**src/rtl/bcd_cnt_pkg.sv**
```systemverilog
// Shared constants and types for the BCD up/down counter.
// Assumes four-bit decimal digits; the digit count is a top-level parameter.
package bcd_cnt_pkg;

    localparam int DIGIT_W   = 4;
    localparam int DIGIT_MAX = 9;

    typedef logic [DIGIT_W-1:0] digit_t;

    // Per-cycle action chosen from the control inputs
    typedef enum logic [1:0] {
        CMD_HOLD = 2'd0,
        CMD_INC  = 2'd1,
        CMD_DEC  = 2'd2,
        CMD_LOAD = 2'd3
    } cmd_t;

endpackage

```
**src/rtl/bcd_cmd_decode.sv**
```systemverilog
// Turns the load and strobe inputs into one action per cycle.
// Assumes the strobes are synchronous. Load wins over the strobes, and both
// strobes together give a hold. Reset is applied inside the storage stages.
module bcd_cmd_decode
    import bcd_cnt_pkg::*;
(
    input  logic up_i,
    input  logic dn_i,
    input  logic load_n_i,
    output cmd_t cmd_o
);

    // Priority selection of the cycle's action
    always_comb begin
        if (!load_n_i) begin
            cmd_o = CMD_LOAD;
        end else if (up_i && !dn_i) begin
            cmd_o = CMD_INC;
        end else if (dn_i && !up_i) begin
            cmd_o = CMD_DEC;
        end else begin
            cmd_o = CMD_HOLD;
        end
    end

endmodule

```
**src/rtl/bcd_decade_stage.sv**
```systemverilog
// One decimal digit with its terminal-count enables for the next stage.
// Assumes inc_en_i and dec_en_i are never high together. A value above 9
// is treated as terminal on up (goes to 0 and carries) and goes to 9 on down.
module bcd_decade_stage
    import bcd_cnt_pkg::*;
(
    input  logic   clk_i,
    input  logic   rst_n_i,
    input  logic   load_i,
    input  digit_t preset_i,
    input  logic   inc_en_i,
    input  logic   dec_en_i,
    output digit_t digit_o,
    output logic   tc_up_o,
    output logic   tc_dn_o
);

    digit_t digit_q;
    digit_t digit_nxt;

    // Terminal-count enables passed to the next stage
    always_comb begin
        tc_up_o = inc_en_i && (digit_q >= digit_t'(DIGIT_MAX));
        tc_dn_o = dec_en_i && (digit_q == '0);
    end

    // Next digit value for a count in either direction
    always_comb begin
        digit_nxt = digit_q;
        if (inc_en_i) begin
            if (digit_q >= digit_t'(DIGIT_MAX)) begin
                digit_nxt = '0;
            end else begin
                digit_nxt = digit_q + digit_t'(1);
            end
        end else if (dec_en_i) begin
            if (digit_q == '0 || digit_q > digit_t'(DIGIT_MAX)) begin
                digit_nxt = digit_t'(DIGIT_MAX);
            end else begin
                digit_nxt = digit_q - digit_t'(1);
            end
        end
    end

    // Digit storage with reset over load over count
    always_ff @(posedge clk_i) begin
        if (!rst_n_i) begin
            digit_q <= '0;
        end else if (load_i) begin
            digit_q <= preset_i;
        end else begin
            digit_q <= digit_nxt;
        end
    end

    assign digit_o = digit_q;

endmodule

```
**src/rtl/bcd_wrap_flags.sv**
```systemverilog
// Registers the top stage's terminal-count enables as one-cycle wrap flags.
// Assumes the enables are already gated off during load.
module bcd_wrap_flags (
    input  logic clk_i,
    input  logic rst_n_i,
    input  logic top_tc_up_i,
    input  logic top_tc_dn_i,
    output logic carry_o,
    output logic borrow_o
);

    // Flag registers, cleared by reset
    always_ff @(posedge clk_i) begin
        if (!rst_n_i) begin
            carry_o  <= 1'b0;
            borrow_o <= 1'b0;
        end else begin
            carry_o  <= top_tc_up_i;
            borrow_o <= top_tc_dn_i;
        end
    end

endmodule

```
**src/rtl/bcd_updown_counter.sv**
```systemverilog
// Cascaded decimal up/down counter with parallel load and wrap flags.
// Assumes synchronous one-cycle strobes. Digit k occupies count_o[4k+3:4k].
module bcd_updown_counter
    import bcd_cnt_pkg::*;
#(
    parameter int DIGITS = 2,
    localparam int CW = DIGITS * DIGIT_W
) (
    input  logic          clk_i,
    input  logic          rst_n_i,
    input  logic          up_i,
    input  logic          dn_i,
    input  logic          load_n_i,
    input  logic [CW-1:0] preset_i,
    output logic [CW-1:0] count_o,
    output logic          carry_o,
    output logic          borrow_o
);

    cmd_t              cmd;
    logic              load;
    logic [DIGITS:0]   inc_chain;
    logic [DIGITS:0]   dec_chain;

    bcd_cmd_decode u_decode (
        .up_i     (up_i),
        .dn_i     (dn_i),
        .load_n_i (load_n_i),
        .cmd_o    (cmd)
    );

    // Entry points of the carry and borrow chains
    always_comb begin
        load         = (cmd == CMD_LOAD);
        inc_chain[0] = (cmd == CMD_INC);
        dec_chain[0] = (cmd == CMD_DEC);
    end

    for (genvar k = 0; k < DIGITS; k++) begin : g_stage
        bcd_decade_stage u_stage (
            .clk_i    (clk_i),
            .rst_n_i  (rst_n_i),
            .load_i   (load),
            .preset_i (preset_i[k*DIGIT_W +: DIGIT_W]),
            .inc_en_i (inc_chain[k]),
            .dec_en_i (dec_chain[k]),
            .digit_o  (count_o[k*DIGIT_W +: DIGIT_W]),
            .tc_up_o  (inc_chain[k+1]),
            .tc_dn_o  (dec_chain[k+1])
        );
    end

    bcd_wrap_flags u_flags (
        .clk_i       (clk_i),
        .rst_n_i     (rst_n_i),
        .top_tc_up_i (inc_chain[DIGITS]),
        .top_tc_dn_i (dec_chain[DIGITS]),
        .carry_o     (carry_o),
        .borrow_o    (borrow_o)
    );

endmodule

```
**config.mk**
```make
export PLATFORM = sky130hd
export DESIGN_NAME = bcd_updown_counter
export DESIGN_NICKNAME = d
export VERILOG_FILES = /design/src/rtl/bcd_cnt_pkg.sv /design/src/rtl/bcd_cmd_decode.sv /design/src/rtl/bcd_decade_stage.sv /design/src/rtl/bcd_wrap_flags.sv /design/src/rtl/bcd_updown_counter.sv
export SDC_FILE = /design/constraint.sdc
export NUM_CORES = 1
export LEC_CHECK = 0
export BUFFER_PORTS_ARGS = -buffer_cell sky130_fd_sc_hd__buf_2
export CAP_MARGIN = 10
export CELL_PAD_IN_SITES_DETAIL_PLACEMENT = 1
export CELL_PAD_IN_SITES_GLOBAL_PLACEMENT = 1
export CORE_MARGIN = 1.5
export CORE_UTILIZATION = 40
export CTS_BUF_LIST = sky130_fd_sc_hd__clkbuf_4 sky130_fd_sc_hd__clkbuf_8 sky130_fd_sc_hd__clkbuf_16
export DETAILED_ROUTE_END_ITERATION = 8
export PLACE_DENSITY = 0.92
export SYNTH_ARGS = -nofsm -noshare
export SYNTH_HDL_FRONTEND = slang
export SYNTH_SLANG_ARGS = --single-unit
```
**constraint.sdc**
```tcl
create_clock -name clk_i -period 3.4 [get_ports clk_i]
set_input_delay 0 -clock clk_i [delete_from_list [all_inputs] [get_ports clk_i]]
set_output_delay 0 -clock clk_i [all_outputs]
set_load 0.005 [all_outputs]
```
==> impl_metrics.py, run 1 <==
metrics = {
    "grt": {
        "antenna_found_initial": 0,
        "grt_pass1_vias": 964,
        "grt_pass1_wl_um": 4370,
        "gr-total-overflow": 0,
        "track_usage_pct": 21.7,
        "grt_max_degree": 21,
    },
    "critical_path": {
        "path_class": "reg2reg",
        "slowest_delay_ps": 430,
        "start_kind": "flop",
        "end_kind": "flop",
        "path_buf_inv": 1,
        "path_depth": 7,
        "endpoint": "g_stage[1].u_stage.digit_o[3]",
        "crit_fanout": 8,
        "crit_slowest_cell": "or3b_4",
        "arrival_ps": 2060,
        "worst-r2r-setup-slack_ps": 1490,
        "crit_chain": "inv_1 -> ha_1 -> or3b_4 -> nand3_4 -> nand3_1 -> o221ai_1 -> a21oi_1",
        "startpoint": "g_stage[0].u_stage.digit_o[0]",
        "r2r-start": "g_stage[0].u_stage.digit_o[0]",
        "ff2ff_path_depth": 7,
        "regToRegEndpoint": "g_stage[1].u_stage.digit_o[3]",
        "required_ps": 3550,
        "crit_family": "simple AND/OR/NAND/NOR gates",
    },
    "timing": {
        "final_max_slew_viol_count": 0,
        "rsz0062_at_grt": "no",
        "slew_headroom_pct": 71.5,
        "skew_ps": 0.843,
        "fmax_ghz": 0.524,
        "finalCritPeriodShare_pct": 56.2,
        "tightest_slew_ps": 422,
        "final.setup.tns_ps": 0,
        "setup_viol": 0,
        "layout_min_cycle_time_ps": 1910,
        "hold_viol_final": 0,
    },
    "die": {
        "chipWidth_um": 51.4,
        "start_util_pct": 42.4,
        "rows": 17,
        "ios": 23,
        "die_area_sq_um": 2650,
        "core_area_sq_um": 2210,
        "die_height_um": 51.4,
    },
    "power": {
        "ir_drop_uv": 204,
        "fin_total_pwr_mw": 0.370,
        "p_leak_nw": 0.433,
        "power_density_nw_per_um2": 352,
    },
    "placed_design": {
        "gp_congestion": 0.838,
        "placedInstanceArea_sq_um": 1030,
        "io_buffers": 22,
        "place.detailed.hpwl_um": 2020,
    },
    "logic_synthesis": {
        "synth_top_area_cell": "dfxtp_1",
        "synth_top_area_share_pct": 21.3,
        "ys.flop_type": "dfxtp_1",
        "ys_warn_count": 0,
        "synth_area_per_cell_sq_um": 8.02,
        "synth_area_sq_um": 938,
        "synth-seq-area-share_pct": 21.3,
        "synth_edf_count": 0,
        "async_flop_share_pct": 0,
        "synthCells": 117,
        "synth.area.top_cells": "dfxtp_1 (21%), ha_1 (9.3%), nor2_1 (5.6%)",
        "post_synth_num_cell_types": 48,
        "ys_ff_latch": 10,
        "synth_nets": 137,
    },
    "final_layout": {
        "antenna_cells": 0,
        "drive_gt1_share_pct": 27.2,
        "fin_area_sq_um": 1050,
        "layout_commonest_cell": "buf_2",
        "layout_common_cells": "buf_2 (22), nor2_1 (14), dfxtp_1 (10)",
        "final_nets": 158,
        "area_growth_pct": 12.0,
    },
    "cts": {
        "clockBufferDepth": 2,
        "insertion_delay_ps": 270,
        "h-tree-depth": 1,
        "path_clk_slew_ps": 70,
        "cts_resized": 0,
        "cts_tree": "yes",
        "postCtsHoldBufs": 0,
        "cts_sinks": 10,
        "clockRootBuffer": "clkbuf_4",
        "numCtsBuffers": 3,
        "post-cts-setup-buffer-count": 0,
    },
    "route": {
        "drt-pass1-iter-count": 4,
        "wl_per_cell_um": 15.9,
        "drt_iter0_markers": 12,
        "drcViolationCount": 0,
        "vias": 978,
        "detail-route-antenna-nets": 0,
        "wl_um": 2600,
        "via_per_inst": 5.96,
    },
    "status": {
        "outcome": "finished, final reports clean",
    },
    "job": {
        "max-cap-violations": 0,
    },
    "worst_hold_path": {
        "hp-class": "in2reg",
    },
}
-- registers in the layout, indices dropped and copies added, names as in the netlist --
signal and count:
u_flags.carry_o 1, g_stage.u_stage.digit_o 8, u_flags.borrow_o 1
-- cell usage after synthesis (all sizes together), types with 3 or more instances --
cell,instances
a21oi,3
a31oi,5
a41oi,3
clkbuf,5
dfxtp,10
ha,7
inv,6
nand2,9
nand2b,6
nand3,5
nor2,14
nor3b,3
o21ai,8
-- power by group --
part	internal [mW]	switching (mW)
Clock	0.0410	0.0440
Combinational	0.0633	0.0760
Sequential	0.126	0.0191
-- stage by stage --
stage	hold slack [ps]	cells	util (%)	setup WS (ps)
after global routing	15.7	164	47.5	1360
after detailed placement	289	161	46.5	1510
after global placement	286	161	46.5	1570
after CTS	12.4	164	47.5	1490
final	9.77	164	47.5	1490
after floorplan	196	117	-	1700
-- metal layers --
metal  wire length (um)  global-route usage [%]
met5                  0                       0
met1               1190                    28.7
met4                 32                    6.58
met3                125                    3.80
met2               1260                    35.7
-- cell type report --
cell class                 instances  area [sq um]
sequential                        10           200
timing repair buffer              22           110
tap                               28          35.0
clock buffer                       3          22.5
fill                             290          1160
inverter                           6          22.5
multi-input combinational         95           661
-- logic make-up (layout without fill, tap and decap cells) --
kind of cell | Yosys count | in the layout | share of synthesized area [%]
DFF | 10 | 10 | 21.3
xor gates and xnor gates | 1 | 1 | 0.934
AOI/OAI and AO/OA | 38 | 38 | 30.0
buffers and inverters | 12 | 31 | 8.27
and+or+nand+nor | 49 | 49 | 30.1
adders and majority gates | 7 | 7 | 9.33
-- how the worst min path moves through the flow --
stage,slack [ps],endpoint,start,cells after the start
after global routing,20,g_stage[0].u_stage.digit_o[3],preset_i[3],2
after floorplan,200,g_stage[0].u_stage.digit_o[3],preset_i[3],1
final,10,g_stage[0].u_stage.digit_o[3],preset_i[3],2
after detailed placement,290,g_stage[0].u_stage.digit_o[3],preset_i[3],2
after global placement,290,g_stage[0].u_stage.digit_o[3],preset_i[3],2
after CTS,10,g_stage[0].u_stage.digit_o[3],preset_i[3],2
Power figures use the tool's default switching activity.
==> run 2, diff against run 1 <==
--- a/config.mk
+++ b/config.mk
@@ -10,10 +10,10 @@
 export CELL_PAD_IN_SITES_DETAIL_PLACEMENT = 1
 export CELL_PAD_IN_SITES_GLOBAL_PLACEMENT = 1
 export CORE_MARGIN = 1.5
-export CORE_UTILIZATION = 40
+export CORE_UTILIZATION = 34
 export CTS_BUF_LIST = sky130_fd_sc_hd__clkbuf_4 sky130_fd_sc_hd__clkbuf_8 sky130_fd_sc_hd__clkbuf_16
 export DETAILED_ROUTE_END_ITERATION = 8
-export PLACE_DENSITY = 0.92
+export PLACE_DENSITY = 0.84
 export SYNTH_ARGS = -nofsm -noshare
 export SYNTH_HDL_FRONTEND = slang
 export SYNTH_SLANG_ARGS = --single-unit
==> constraint.sdc (replaced) <==
create_clock -name clk_i -period 1.7 [get_ports clk_i]
set_input_delay 0 -clock clk_i [delete_from_list [all_inputs] [get_ports clk_i]]
set_output_delay 0 -clock clk_i [all_outputs]
set_load 0.005 [all_outputs]
==> run 2 against run 1 <==
Effect of this change: sequential share of layout area shrank 2.6 points; clock power grew to 2.6 times the previous value; clock-buffer cell count grew 1; combinational power grew to 2.8 times the previous value; largest cell class unchanged; largest power group is now combinational cells; highest routed layer unchanged.
==> impl_metrics.py, run 2 (synthesis results as in run 1) <==
metrics = {
    "status": {
        "outcome": "finished, final reports clean",
    },
    "grt": {
        "track_usage_pct": 20.3,
        "grt_pass1_wl_um": 5060,
        "grt_max_degree": 21,
        "antenna_found_initial": 0,
        "grt_pass1_vias": 1093,
        "gr-total-overflow": 0,
    },
    "power": {
        "p_leak_nw": 0.526,
        "power_density_nw_per_um2": 707,
        "fin_total_pwr_mw": 0.887,
        "ir_drop_uv": 464,
    },
    "critical_path": {
        "r2r-start": "g_stage[0].u_stage.digit_o[0]",
        "path_class": "reg2reg",
        "required_ps": 1860,
        "ff2ff_path_depth": 7,
        "arrival_ps": 1830,
        "crit_fanout": 6,
        "start_kind": "flop",
        "regToRegEndpoint": "g_stage[1].u_stage.digit_o[0]",
        "worst-r2r-setup-slack_ps": 30,
        "end_kind": "flop",
    },
    "final_layout": {
        "multi_input_area_sq_um": 717,
        "area_growth_pct": 33.7,
        "antenna_cells": 0,
        "final_nets": 174,
        "layout_common_cells": "buf_2 (22), buf_4 (16), nor2_1 (14)",
        "drive_gt1_share_pct": 45.1,
        "fillCellCount": 327,
        "layout_commonest_cell": "buf_2",
        "ff_latch_area_sq_um": 206,
        "largest_reg_flops": 8,
        "utilization_pct": 49.3,
    },
    "route": {
        "drt-pass1-iter-count": 5,
        "wl_per_cell_um": 17.2,
        "vias": 1059,
        "drt_iter0_markers": 17,
        "wl_um": 3150,
        "via_per_inst": 5.79,
        "drcViolationCount": 0,
        "detail-route-antenna-nets": 0,
    },
    "job": {
        "max-cap-violations": 0,
    },
    "cts": {
        "path_clk_slew_ps": 70,
        "cts_tree": "yes",
        "cts_sinks": 10,
        "h-tree-depth": 1,
        "numCtsBuffers": 3,
        "insertion_delay_ps": 270,
        "clockBufferDepth": 2,
        "clockRootBuffer": "clkbuf_4",
    },
    "timing": {
        "final_max_slew_viol_count": 0,
        "fmax_ghz": 0.600,
        "hold_viol_final": 0,
        "tightest_slew_ps": 380,
        "layout_min_cycle_time_ps": 1670,
        "setup_viol": 0,
        "hold_ws_ps": 10.8,
        "slew_headroom_pct": 74.6,
        "skew_ps": 1.13,
        "finalCritPeriodShare_pct": 98.0,
    },
    "worst_hold_path": {
        "worstHoldPathCells": 2,
        "hp-start": "preset_i[3]",
        "holdPathEnd": "g_stage[0].u_stage.digit_o[3]",
        "hp-class": "in2reg",
    },
    "placed_design": {
        "gp_congestion": 0.854,
        "io_buffers": 22,
        "place.detailed.hpwl_um": 2120,
    },
    "die": {
        "rows": 18,
        "ios": 23,
        "core_area_sq_um": 2540,
        "start_util_pct": 36.9,
        "chipWidth_um": 55.5,
        "die_height_um": 55.5,
        "die_area_sq_um": 3080,
    },
}
## run 2: critical path, cell delays in order (launching register included)
cell,delay [ps]
dfxtp_4,370
inv_4,60
ha_4,160
or3b_4,410
nand3_4,120
and3_4,220
a211oi_2,40
o21a_1,180
## run 2: layout make-up
class                           instances  share of cell area (%)
Inverter                                6                    2.19
Clock buffer                            4                    2.89
Tap cell                               30                    2.99
Timing Repair Buffer                   38                    18.3
Sequential cell                        10                    16.5
Multi-Input combinational cell         95                    57.1
## run 2: worst max-delay path by stage
stage                     cells past startpoint                            end                           from  slack [ps]
final                                         7  g_stage[1].u_stage.digit_o[0]  g_stage[0].u_stage.digit_o[0]          30
after global routing                          7  g_stage[1].u_stage.digit_o[3]  g_stage[0].u_stage.digit_o[1]         -10
after global placement                        7  g_stage[1].u_stage.digit_o[3]  g_stage[0].u_stage.digit_o[1]          60
after detailed placement                      7  g_stage[1].u_stage.digit_o[0]  g_stage[1].u_stage.digit_o[0]         -50
after CTS                                     7  g_stage[1].u_stage.digit_o[0]  g_stage[0].u_stage.digit_o[1]          20
after floorplan                               7  g_stage[1].u_stage.digit_o[0]  g_stage[0].u_stage.digit_o[0]          20
## run 2: stage by stage
stage          setup TNS, ps  worst slack (ps)  cell area (sq um)  cells
6_report                   0              33.3               1250    183
5_1_grt                -19.1             -12.7               1250    183
4_1_cts                    0              15.7               1180    178
3_5_place_dp           -81.4             -47.3               1100    172
3_3_place_gp               0              63.4               1100    172
2_1_floorplan              0              18.3                941    117
## run 2: timing repair
action	CTS	global route
buffers inserted	2	5
endpoints found under the setup margin	2	5
pin swaps	1	6
endpoints found under the hold margin	0	0
resized for setup	7	14
hold buffers	0	0
## run 2: where the power goes
part	total [mW]	internal, mW	switching (mW)	leakage (nW)
Clock	0.218	0.130	0.0875	0.0210
Sequential	0.280	0.253	0.0271	0.0838
Combinational	0.389	0.184	0.205	0.422
## run 2: routing by layer
layer | vias to the layer above | share of wire (%) | GRT usage, %
li1 | 511 | - | -
met1 | 509 | 45 | 25.1
met2 | 33 | 48 | 35.2
met3 | 6 | 5.0 | 5.85
met4 | 0 | 1.5 | 3.83
met5 | - | 0 | 0
